==> src/rtl/i2cs_pkg.sv <==
package i2cs_pkg;
  localparam int         ADC_W    = 10;
  localparam int         CH_W     = 4;
  localparam logic [3:0] DEV_TYPE = 4'b1001;

  typedef enum logic [2:0] {
    PH_IDLE, PH_RX, PH_ACKO, PH_TX, PH_ACKI, PH_SKIP
  } phase_t;

  typedef enum logic [1:0] {
    K_ADDR, K_CMD, K_DATA
  } kind_t;
endpackage

==> src/rtl/i2cs_sync.sv <==
module i2cs_sync #(
  parameter int W      = 2,
  parameter int STAGES = 2
) (
  input  logic         clk,
  input  logic         rst_n,
  input  logic [W-1:0] d,
  output logic [W-1:0] q,
  output logic [W-1:0] q_d
);
  logic [W-1:0] pipe [STAGES];

  always_ff @(posedge clk or negedge rst_n) begin
    if (!rst_n) begin
      for (int i = 0; i < STAGES; i++) pipe[i] <= '1;
      q_d <= '1;
    end else begin
      pipe[0] <= d;
      for (int i = 1; i < STAGES; i++) pipe[i] <= pipe[i-1];
      q_d <= pipe[STAGES-1];
    end
  end

  assign q = pipe[STAGES-1];
endmodule

==> src/rtl/i2cs_adc_sel.sv <==
module i2cs_adc_sel import i2cs_pkg::*; #(
  parameter int NCH = 16
) (
  input  logic [NCH*ADC_W-1:0] adc_flat,
  input  logic [CH_W-1:0]      chan,
  output logic [ADC_W-1:0]     sample
);
  logic [NCH-1:0] hit;

  for (genvar g = 0; g < NCH; g++) begin : g_hit
    assign hit[g] = (chan == CH_W'(g));
  end

  always_comb begin
    sample = '0;
    for (int i = 0; i < NCH; i++)
      if (hit[i]) sample = sample | adc_flat[i*ADC_W +: ADC_W];
  end
endmodule

==> src/rtl/i2cs_target.sv <==
module i2cs_target import i2cs_pkg::*; #(
  parameter int REG_AW      = 4,
  parameter int NCH         = 16,
  parameter int SYNC_STAGES = 2
) (
  input  logic                 clk,
  input  logic                 rst_n,
  input  logic                 scl_i,
  input  logic                 sda_i,
  output logic                 sda_oe_o,
  input  logic [2:0]           strap_i,
  output logic [REG_AW-1:0]    reg_addr_o,
  output logic [7:0]           reg_wdata_o,
  output logic                 reg_we_o,
  input  logic [7:0]           reg_rdata_i,
  input  logic [NCH*ADC_W-1:0] adc_data_i
);
  logic [1:0] lvl, lvl_d;
  logic scl_s, scl_rise, scl_fall, start_det, stop_det;

  i2cs_sync #(.W(2), .STAGES(SYNC_STAGES)) u_sync (
    .clk(clk), .rst_n(rst_n), .d({scl_i, sda_i}), .q(lvl), .q_d(lvl_d)
  );

  assign scl_s     = lvl[1];
  assign scl_rise  = lvl[1] & ~lvl_d[1];
  assign scl_fall  = ~lvl[1] & lvl_d[1];
  assign start_det = lvl[1] & lvl_d[1] & lvl_d[0] & ~lvl[0];
  assign stop_det  = lvl[1] & lvl_d[1] & ~lvl_d[0] & lvl[0];

  phase_t            ph;
  kind_t             kind;
  logic [3:0]        cnt;
  logic [7:0]        sh, tx, nxt;
  logic [REG_AW-1:0] ptr;
  logic [CH_W-1:0]   chan;
  logic [7:0]        adc_lo;
  logic [ADC_W-1:0]  smp;
  logic mode_adc, half, rd_go, mack, addr_hit;

  i2cs_adc_sel #(.NCH(NCH)) u_adc (.adc_flat(adc_data_i), .chan(chan), .sample(smp));

  assign addr_hit   = (sh[7:1] == {DEV_TYPE, strap_i});
  assign reg_addr_o = ptr;

  always_comb begin
    if (mode_adc) nxt = half ? adc_lo : {chan, smp[ADC_W-1 -: 4]};
    else          nxt = reg_rdata_i;
  end

  always_ff @(posedge clk or negedge rst_n) begin
    if (!rst_n) begin
      ph <= PH_IDLE; kind <= K_ADDR; cnt <= '0; sh <= '0; tx <= '0;
      ptr <= '0; chan <= '0; adc_lo <= '0; mode_adc <= 1'b0; half <= 1'b0;
      rd_go <= 1'b0; mack <= 1'b0; sda_oe_o <= 1'b0;
      reg_we_o <= 1'b0; reg_wdata_o <= '0;
    end else begin
      if (reg_we_o) begin
        reg_we_o <= 1'b0;
        ptr      <= ptr + 1'b1;
      end
      if (stop_det) begin
        ph <= PH_IDLE; sda_oe_o <= 1'b0;
      end else if (start_det) begin
        ph <= PH_RX; kind <= K_ADDR; cnt <= '0; sda_oe_o <= 1'b0;
      end else begin
        unique case (ph)
          PH_RX: begin
            if (scl_rise) begin
              sh  <= {sh[6:0], lvl[0]};
              cnt <= cnt + 1'b1;
            end else if (scl_fall && cnt == 4'd8) begin
              unique case (kind)
                K_ADDR: begin
                  if (addr_hit) begin
                    sda_oe_o <= 1'b1; ph <= PH_ACKO; rd_go <= sh[0];
                    kind <= K_CMD; half <= 1'b0;
                  end else begin
                    ph <= PH_SKIP;
                  end
                end
                K_CMD: begin
                  kind <= K_DATA; ph <= PH_ACKO; rd_go <= 1'b0;
                  if (sh[7]) begin
                    mode_adc <= 1'b0; ptr <= sh[REG_AW-1:0]; sda_oe_o <= 1'b1;
                  end else if (sh[6:4] == 3'b000) begin
                    mode_adc <= 1'b1; chan <= sh[CH_W-1:0]; sda_oe_o <= 1'b1;
                  end
                end
                default: begin
                  ph <= PH_ACKO; rd_go <= 1'b0;
                  if (!mode_adc) begin
                    sda_oe_o <= 1'b1; reg_we_o <= 1'b1; reg_wdata_o <= sh;
                  end
                end
              endcase
            end
          end
          PH_ACKO: begin
            if (scl_fall) begin
              if (rd_go) begin
                tx <= nxt; sda_oe_o <= ~nxt[7]; cnt <= '0; ph <= PH_TX;
                if (mode_adc && !half) adc_lo <= {smp[5:0], 2'b00};
              end else begin
                sda_oe_o <= 1'b0; ph <= PH_RX; cnt <= '0;
              end
            end
          end
          PH_TX: begin
            if (scl_fall) begin
              if (cnt == 4'd7) begin
                sda_oe_o <= 1'b0; ph <= PH_ACKI; half <= ~half; mack <= 1'b0;
                if (!mode_adc) ptr <= ptr + 1'b1;
              end else begin
                tx <= {tx[6:0], 1'b0}; sda_oe_o <= ~tx[6]; cnt <= cnt + 1'b1;
              end
            end
          end
          PH_ACKI: begin
            if (scl_rise) begin
              mack <= ~lvl[0];
            end else if (scl_fall) begin
              if (mack) begin
                tx <= nxt; sda_oe_o <= ~nxt[7]; cnt <= '0; ph <= PH_TX;
                if (mode_adc && !half) adc_lo <= {smp[5:0], 2'b00};
              end else begin
                ph <= PH_SKIP;
              end
            end
          end
          default: ;
        endcase
      end
    end
  end

  assert_we_pulse_R3: assert property (@(posedge clk) disable iff (!rst_n)
    reg_we_o |=> !reg_we_o);
  assert_index_step_R5: assert property (@(posedge clk) disable iff (!rst_n)
    reg_we_o |=> reg_addr_o == REG_AW'($past(reg_addr_o) + 1'b1));
  assert_drive_scl_low_R2: assert property (@(posedge clk) disable iff (!rst_n)
    $rose(sda_oe_o) |-> !scl_s);
  assert_release_on_stop_R9: assert property (@(posedge clk) disable iff (!rst_n)
    $past(stop_det) |-> !sda_oe_o);
  assert_no_write_in_chan_mode_R6: assert property (@(posedge clk) disable iff (!rst_n)
    reg_we_o |-> !mode_adc);
  assert_skip_silent_R8: assert property (@(posedge clk) disable iff (!rst_n)
    (ph == PH_SKIP) |=> !sda_oe_o);
endmodule

==> config.mk <==
export PLATFORM = sky130hd
export DESIGN_NAME = i2cs_target
export DESIGN_NICKNAME = d
export VERILOG_FILES = /design/src/rtl/i2cs_pkg.sv /design/src/rtl/i2cs_sync.sv /design/src/rtl/i2cs_adc_sel.sv /design/src/rtl/i2cs_target.sv
export SDC_FILE = /design/constraint.sdc
export NUM_CORES = 1
export LEC_CHECK = 0
export ABC_AREA = 1
export ABC_CLOCK_PERIOD_IN_PS = 3300
export BUFFER_PORTS_ARGS = -buffer_cell sky130_fd_sc_hd__buf_2
export CAP_MARGIN = 20
export CORE_MARGIN = 2
export CORE_UTILIZATION = 41
export DETAILED_ROUTE_END_ITERATION = 16
export PLACE_DENSITY_LB_ADDON = 0.3
export SLEW_MARGIN = 20
export SYNTH_ARGS = -nofsm -noshare
export SYNTH_HDL_FRONTEND = slang
export SYNTH_SLANG_ARGS = --single-unit
==> constraint.sdc <==
create_clock -name clk -period 3.3 [get_ports clk]
set_input_delay 0.66 -clock clk [delete_from_list [all_inputs] [get_ports clk]]
set_output_delay 0.66 -clock clk [all_outputs]
set_load 0.02 [all_outputs]
# After elaboration in Yosys (flattened, before gate mapping)
# Index checks and enable logic that the tools add are counted.
[totals]
ff_bits = 60
latch_bits = 0
ramBits = 0
rom_bits = 0
inputBits = 175
out_inout_bits = 14
elab_cells = 253
memories = 0
[op_classes]
addsub = 2
mul = 0
div_mod_pow = 0
order_cmp = 0
eq_ne = 57
shifts = 0
n_mux = 111
bitwise = 35
reduce_logical = 30
[op_table]
columns = ["cell", "count"]
rows = [
  ["two-way mux 10 bit", 16],
  ["OR 10 bit", 15],
  ["two-way mux 4 bit", 18],
  ["two-way mux 8 bit", 8],
  ["two-way mux 7 bit", 7],
  ["== test 4 bit, second input constant", 9],
  ["two-way mux 3 bit", 12],
  ["two-way mux 1 bit", 34],
  ["inequality test 4 bit, second input constant", 8],
  ["inequality test 2 bit, second input constant", 14],
  ["inequality test 3 bit, second input constant", 8],
  ["AND reduction 8 bit", 3],
  ["one-hot mux 7 bit (3 select lines)", 1],
  ["== test 4 x 3 -> 1 bit, second input constant", 5],
  ["AND reduction 6 bit", 3],
  ["AND reduction 9 bit", 2],
  ["one-hot mux 4 bit (4 select lines)", 1],
  ["one-hot mux 8 bit (2 select lines)", 1],
  ["AND reduction 7 bit", 2],
  ["NOT 1 bit", 13],
  ["two-way mux 2 bit", 6],
  ["inequality test 6 bit, second input constant", 2],
  ["one-hot mux 3 bit (4 select lines)", 1],
  ["nonzero test 2 bit", 6],
  ["other kinds (27)", 40],
]

# Longest topological paths before layout
[depth]
ltp_word = 41
ltp_mapped = 12
ltp_nobuf = 12

# Modules after synthesis
# Synthesis repeated with hierarchy kept, for this count alone.
[unflattened]
cells_unflattened = 783
area_unflattened_um2 = 4827.1
[by_module_without_submodules]
columns = ["mod", "instances", "cells_per_inst", "area_per_inst_um2", "seq_area_each_um2"]
rows = [
  ["i2cs_target", 1, 400, 3010.4, 1301.2],
  ["i2cs_adc_sel", 1, 375, 1644.1, 0.0],
  ["i2cs_sync", 1, 8, 172.7, 157.7],
]

# Worst setup path after synthesis
# OpenSTA, ideal clock, no wires.
[synth_timing]
kind = "register to register"
start = "register u_sync.pipe, in the netlist u_sync.q[0]"
end = "register adc_lo[5]"
setup_time_ps = 117
arrival_ps = 1485
t_required_ps = 3183
slack_ps = 1699
stages_incl_launch_ff = 10
n_path_buf = 0
synth_period_minus_slack_ps = 1601
cell_sequence = "dfstp_2 inv_1 nand4_4 inv_1 nor2_4 nand2_2 nor3_4 nand3b_1 nor2_1 nor2_1"
[synth_via]
elab_chain_cells = 4
word_cells_on_any_way = 6
classes_between = "bitwise: 5; reduce/logical: 1"
[synth_rtl]
columns = ["item", "line", "text"]
rows = [
  ["start, declared", "i2cs_sync.sv:11", "logic [W-1:0] pipe [STAGES];"],
  ["NOT 1 bit", "i2cs_target.sv:28", "assign start_det = lvl[1] & lvl_d[1] & lvl_d[0] & ~lvl[0];"],
  ["AND 1 bit", "i2cs_target.sv:28", ""],
  ["NOT 1 bit (no line)", "n/a", ""],
  ["AND reduction 8 bit (no line) (*)", "n/a", ""],
  ["end signal, assigned", "i2cs_target.sv:103", "if (mode_adc && !half) adc_lo <= {smp[5:0], 2'b00};"],
  ["end signal, assigned", "i2cs_target.sv:125", "if (mode_adc && !half) adc_lo <= {smp[5:0], 2'b00};"],
  ["end, declared", "i2cs_target.sv:37", "logic [7:0] adc_lo;"],
]
# Every way passes the cells marked *; elsewhere a longest branch is shown, timed or not.
# A chain may end at the register's enable or synchronous reset.

# Worst setup path after layout
[layout_timing]
start = "register chan[3]"
end = "register tx[0]"
[layout_via]
elab_chain_cells = 38
word_cells_on_any_way = 55
classes_between = "eq/ne: 15; mux: 24; bitwise: 15; reduce/logical: 1"
[layout_rtl]
columns = ["item", "line", "text"]
rows = [
  ["start, declared", "i2cs_target.sv:36", "logic [CH_W-1:0] chan;"],
  ["start signal, assigned", "i2cs_target.sv:54", "ptr <= '0; chan <= '0; adc_lo <= '0; mode_adc <= 1'b0; half <= 1'b0;"],
  ["start signal, assigned", "i2cs_target.sv:87", "mode_adc <= 1'b1; chan <= sh[CH_W-1:0]; sda_oe_o <= 1'b1;"],
  ["zero test 4 bit", "i2cs_adc_sel.sv:11", "assign hit[g] = (chan == CH_W'(g));"],
  ["two-way mux 10 bit", "i2cs_adc_sel.sv:17", "if (hit[i]) sample = sample | adc_flat[i*ADC_W +: ADC_W];"],
  ["OR 10 bit", "i2cs_adc_sel.sv:17", ""],
  ["two-way mux 10 bit", "i2cs_adc_sel.sv:17", ""],
  ["OR 10 bit", "i2cs_adc_sel.sv:17", ""],
  ["two-way mux 10 bit", "i2cs_adc_sel.sv:17", ""],
  ["OR 10 bit", "i2cs_adc_sel.sv:17", ""],
  ["two-way mux 10 bit", "i2cs_adc_sel.sv:17", ""],
  ["[21 not listed]", "n/a", ""],
  ["two-way mux 10 bit", "i2cs_adc_sel.sv:17", ""],
  ["OR 10 bit", "i2cs_adc_sel.sv:17", ""],
  ["two-way mux 10 bit (*)", "i2cs_adc_sel.sv:17", ""],
  ["two-way mux 8 bit (*) (2 in series)", "i2cs_target.sv:47", "if (mode_adc) nxt = half ? adc_lo : {chan, smp[ADC_W-1 -: 4]};"],
  ["two-way mux 7 bit", "i2cs_target.sv:123", "if (mack) begin"],
  ["two-way mux 7 bit", "i2cs_target.sv:122", "end else if (scl_fall) begin"],
  ["two-way mux 7 bit", "i2cs_target.sv:120", "if (scl_rise) begin"],
  ["one-hot mux 7 bit (3 select lines) (*)", "i2cs_target.sv:67", "unique case (ph)"],
  ["end signal, assigned", "i2cs_target.sv:115", "tx <= {tx[6:0], 1'b0}; sda_oe_o <= ~tx[6]; cnt <= cnt + 1'b1;"],
  ["end, declared", "i2cs_target.sv:34", "logic [7:0] sh, tx, nxt;"],
]
# Every way passes the cells marked *; elsewhere a longest branch is shown, timed or not. The select of a mux whose other input is x is not followed.

==> results.sh <==
export IMPL_ant_nets=0
export IMPL_avgRoutedWirePerCell_um=15.4
export IMPL_reg2reg_from="chan[3]"
export IMPL_hold_path_class="input pin to async pin"
export IMPL_grt_use_total_pct=27.8
export IMPL_nets=1074
export IMPL_mostFrequentLayoutCells="nand2_1 (295), buf_2 (188), nor2_1 (70)"
export IMPL_drive_gt1_share_pct=29.0
export IMPL_grt_antenna_before_repair=0
export IMPL_slew_viol_final=0
export IMPL_synthDistinctLibCells=46
export IMPL_critPathLaunchType="register"
export IMPL_cts_max_level=3
export IMPL_cts_sinks=58
export IMPL_dpl_cell_area_um2=5600
export IMPL_p_leak_uw=0.00313
export IMPL_viasPerCell=5.24
export IMPL_area_delta_synth_final_pct=28.6
export IMPL_hpwl_mm=12.9
export IMPL_ys_warn_count=0
export IMPL_io_buffer_count=188
export IMPL_cts_root_buf="clkbuf_8"
export IMPL_hold_violations=0
export IMPL_r2r_slack_ns=1.27
export IMPL_r2r_end="tx[0]"
export IMPL_power_density_nw_per_um2=476
export IMPL_cts_tree="built"
export IMPL_multi_input_area_um2=2770
export IMPL_critPathMaxStageDelay_ns=0.65
export IMPL_clk_pin_slew_worst_paths_ns=0.06
export IMPL_drtIter0Drc=519
export IMPL_status="finished, final reports clean"
export IMPL_cts_setup_buffers=0
export IMPL_hold_buffers=0
export IMPL_routed_wl_mm=16.1
export IMPL_worst_skew_pair_late_latency_ns=0.34
export IMPL_clock_skew_final_ns=0.00642
export IMPL_endpoint_kind="register"
export IMPL_slew_headroom_pct=45.6
export IMPL_synth_seq_area_share_pct=32.5
export IMPL_syn_num_nets=878
export IMPL_syn_avg_cell_area_um2=6.42
export IMPL_fmax_mhz=492
export IMPL_cts_buffers=9
export IMPL_grt_max_degree=33
export IMPL_final_common_cell="nand2_1"
export IMPL_post_cts_resized=0
export IMPL_rows=38
export IMPL_gp_congestion=0.982
export IMPL_rsz0062_at_grt="false"
export IMPL_fin_crit_sh_pct=61.6
export IMPL_final_setup_tns_ns=0
export IMPL_synth_enable_flop_cells=0
export IMPL_cp_slowest_cell="nor2_1"
export IMPL_grt_pass1_vias=5208
export IMPL_power_uw=2750
export IMPL_final_setup_viol_count=0
export IMPL_regArea_um2=1460
export IMPL_cp_num_buf_inv=1
export IMPL_cp_common_cell="nand2_1"
export IMPL_fp_dieH_um=109
export IMPL_cp_cell_sequence="inv_1 > nand2_1 > nor2_1 > nand2_1 > nand2_1 > nor2_1 > nand2_1 > o21ai_0 > nand2_1 > nand2_1 > nand2_1"
export IMPL_dieWidth_um=109
export IMPL_firstDrtPassIters=7
export IMPL_critPathTopFamily="simple AND/OR/NAND/NOR gates"
export IMPL_ys_flop_type="dfrtp_1"
export IMPL_grt_pass1_wl_mm=25.3
export IMPL_required_ns=3.58
export IMPL_period_minus_slack_ns=2.03
export IMPL_die_area_um2=11800
export IMPL_nFillCells=1160
export IMPL_grt_ovfl_total=0
export IMPL_ys_ff_latch=58
export IMPL_io_pins=189
export IMPL_crit_path_max_fanout=8
export IMPL_crit_arrival_ns=2.31
export IMPL_cap_violations=0
export IMPL_start_util_pct=41.8
export IMPL_diodes=0
export IMPL_drcViolationCount=0
export IMPL_vdd_drop_max_mv=0.272
export IMPL_cts_max_path_buffers=2
export IMPL_netlist_instances=700
export IMPL_vias=5451
export IMPL_rr_worst_depth=11
export IMPL_core_area_um2=10700
export IMPL_setup_worst_path_class="register to register"
export IMPL_tightestPinTransition_ns=0.813
export IMPL_synthArstFlopShare_pct=100
export IMPL_post_route_cell_area_um2=5780
export IMPL_syn_cell_area_um2=4490
metrics by stage:
| step | util [%] | std cells | hold WS, ns | worst slack, ns |
|---|---|---|---|---|
| after CTS | 53.8 | 1041 | 0.341 | 1.33 |
| after global placement | 52.1 | 1025 | 0.346 | 1.37 |
| after floorplan | - | 700 | 0.345 | 1.70 |
| after detailed placement | 52.1 | 1025 | 0.348 | 1.36 |
| after global routing | 53.8 | 1041 | 0.345 | 1.07 |
| final | 53.8 | 1041 | 0.339 | 1.27 |
power breakdown:
group	switching [uW]	internal, uW
logic	748	396
registers	138	865
clock network	273	332
total	1160	1590
worst register-to-register path, stage by stage, from the launching register on:
cell and delay, ns:
dfrtp_1 0.45, inv_1 0.16, nand2_1 0.13, nor2_1 0.65, nand2_1 0.10, nand2_1 0.10, nor2_1 0.04, nand2_1 0.07
o21ai_0 0.11, nand2_1 0.08, nand2_1 0.04, nand2_1 0.05
routing by layer:
| layer | track usage, % | wire length, um |
|---|---|---|
| met5 | 0 | 0 |
| met4 | 8.97 | 392 |
| met3 | 8.67 | 1690 |
| met2 | 45.7 | 7310 |
| met1 | 34.7 | 6680 |
synth_stat cells (all sizes together), types with 2 or more instances:
master / instances / area share [%]
nand2: 301 / 26
nor2: 88 / 9.3
nand3: 61 / 7.6
inv: 58 / 5.0
o21ai: 56 / 7.0
dfrtp: 52 / 29
a21oi: 18 / 2.0
nand4: 17 / 2.8
dfstp: 6 / 3.5
xor2: 6 / 1.2
a22o: 5 / 0.97
nor3: 4 / 0.92
o211ai: 4 / 0.67
buf: 3 / 0.61
ha: 3 / 0.84
a22oi: 2 / 0.33
a31oi: 2 / 0.28
o21bai: 2 / 0.33
or2: 2 / 0.28
worst max path at each step:
stage	from	slack, ns	cells after the start	end
5_1_grt	chan[3]	1.07	11	tx[0]
3_5_place_dp	chan[3]	1.36	11	tx[0]
2_1_floorplan	u_sync.q[0]	1.70	9	adc_lo[5]
3_3_place_gp	chan[3]	1.37	11	tx[0]
4_1_cts	chan[3]	1.33	11	tx[0]
6_report	chan[3]	1.27	11	tx[0]
logic make-up (layout without fill, tap and decap cells):
group / Yosys count / count (layout) / synth area share (%)
adder cells (fa/ha/maj): 3 / 3 / 0.835
AND/OR/NAND/NOR: 475 / 475 / 47.0
AO/OA/AOI/OAI: 93 / 93 / 12.2
flip-flops: 58 / 58 / 32.5
buffers and inverters: 63 / 264 / 5.82
XOR/XNOR: 7 / 7 / 1.36
multiplexers: 1 / 1 / 0.223
sequential cells by signal (all words and copies together) (netlist names):
register / flops
adc_lo: 6
chan: 4
cnt: 4
half: 1
kind: 2
mack: 1
mode_adc: 1
ph: 3
rd_go: 1
reg_addr_o: 4
reg_wdata_o: 8
reg_we_o: 1
sda_oe_o: 1
sh: 8
tx: 7
u_sync.pipe: 2
u_sync.q: 2
u_sync.q_d: 2
layout make-up:
cell class	instances	area share, %
multi-input combinational	579	48.0
sequential	58	25.2
timing repair buffer	189	16.6
inverter	59	3.98
tap	140	3.03
clock buffer	14	2.99
clock inverter	2	0.173
No activity file was read; power rests on OpenSTA's default activity.
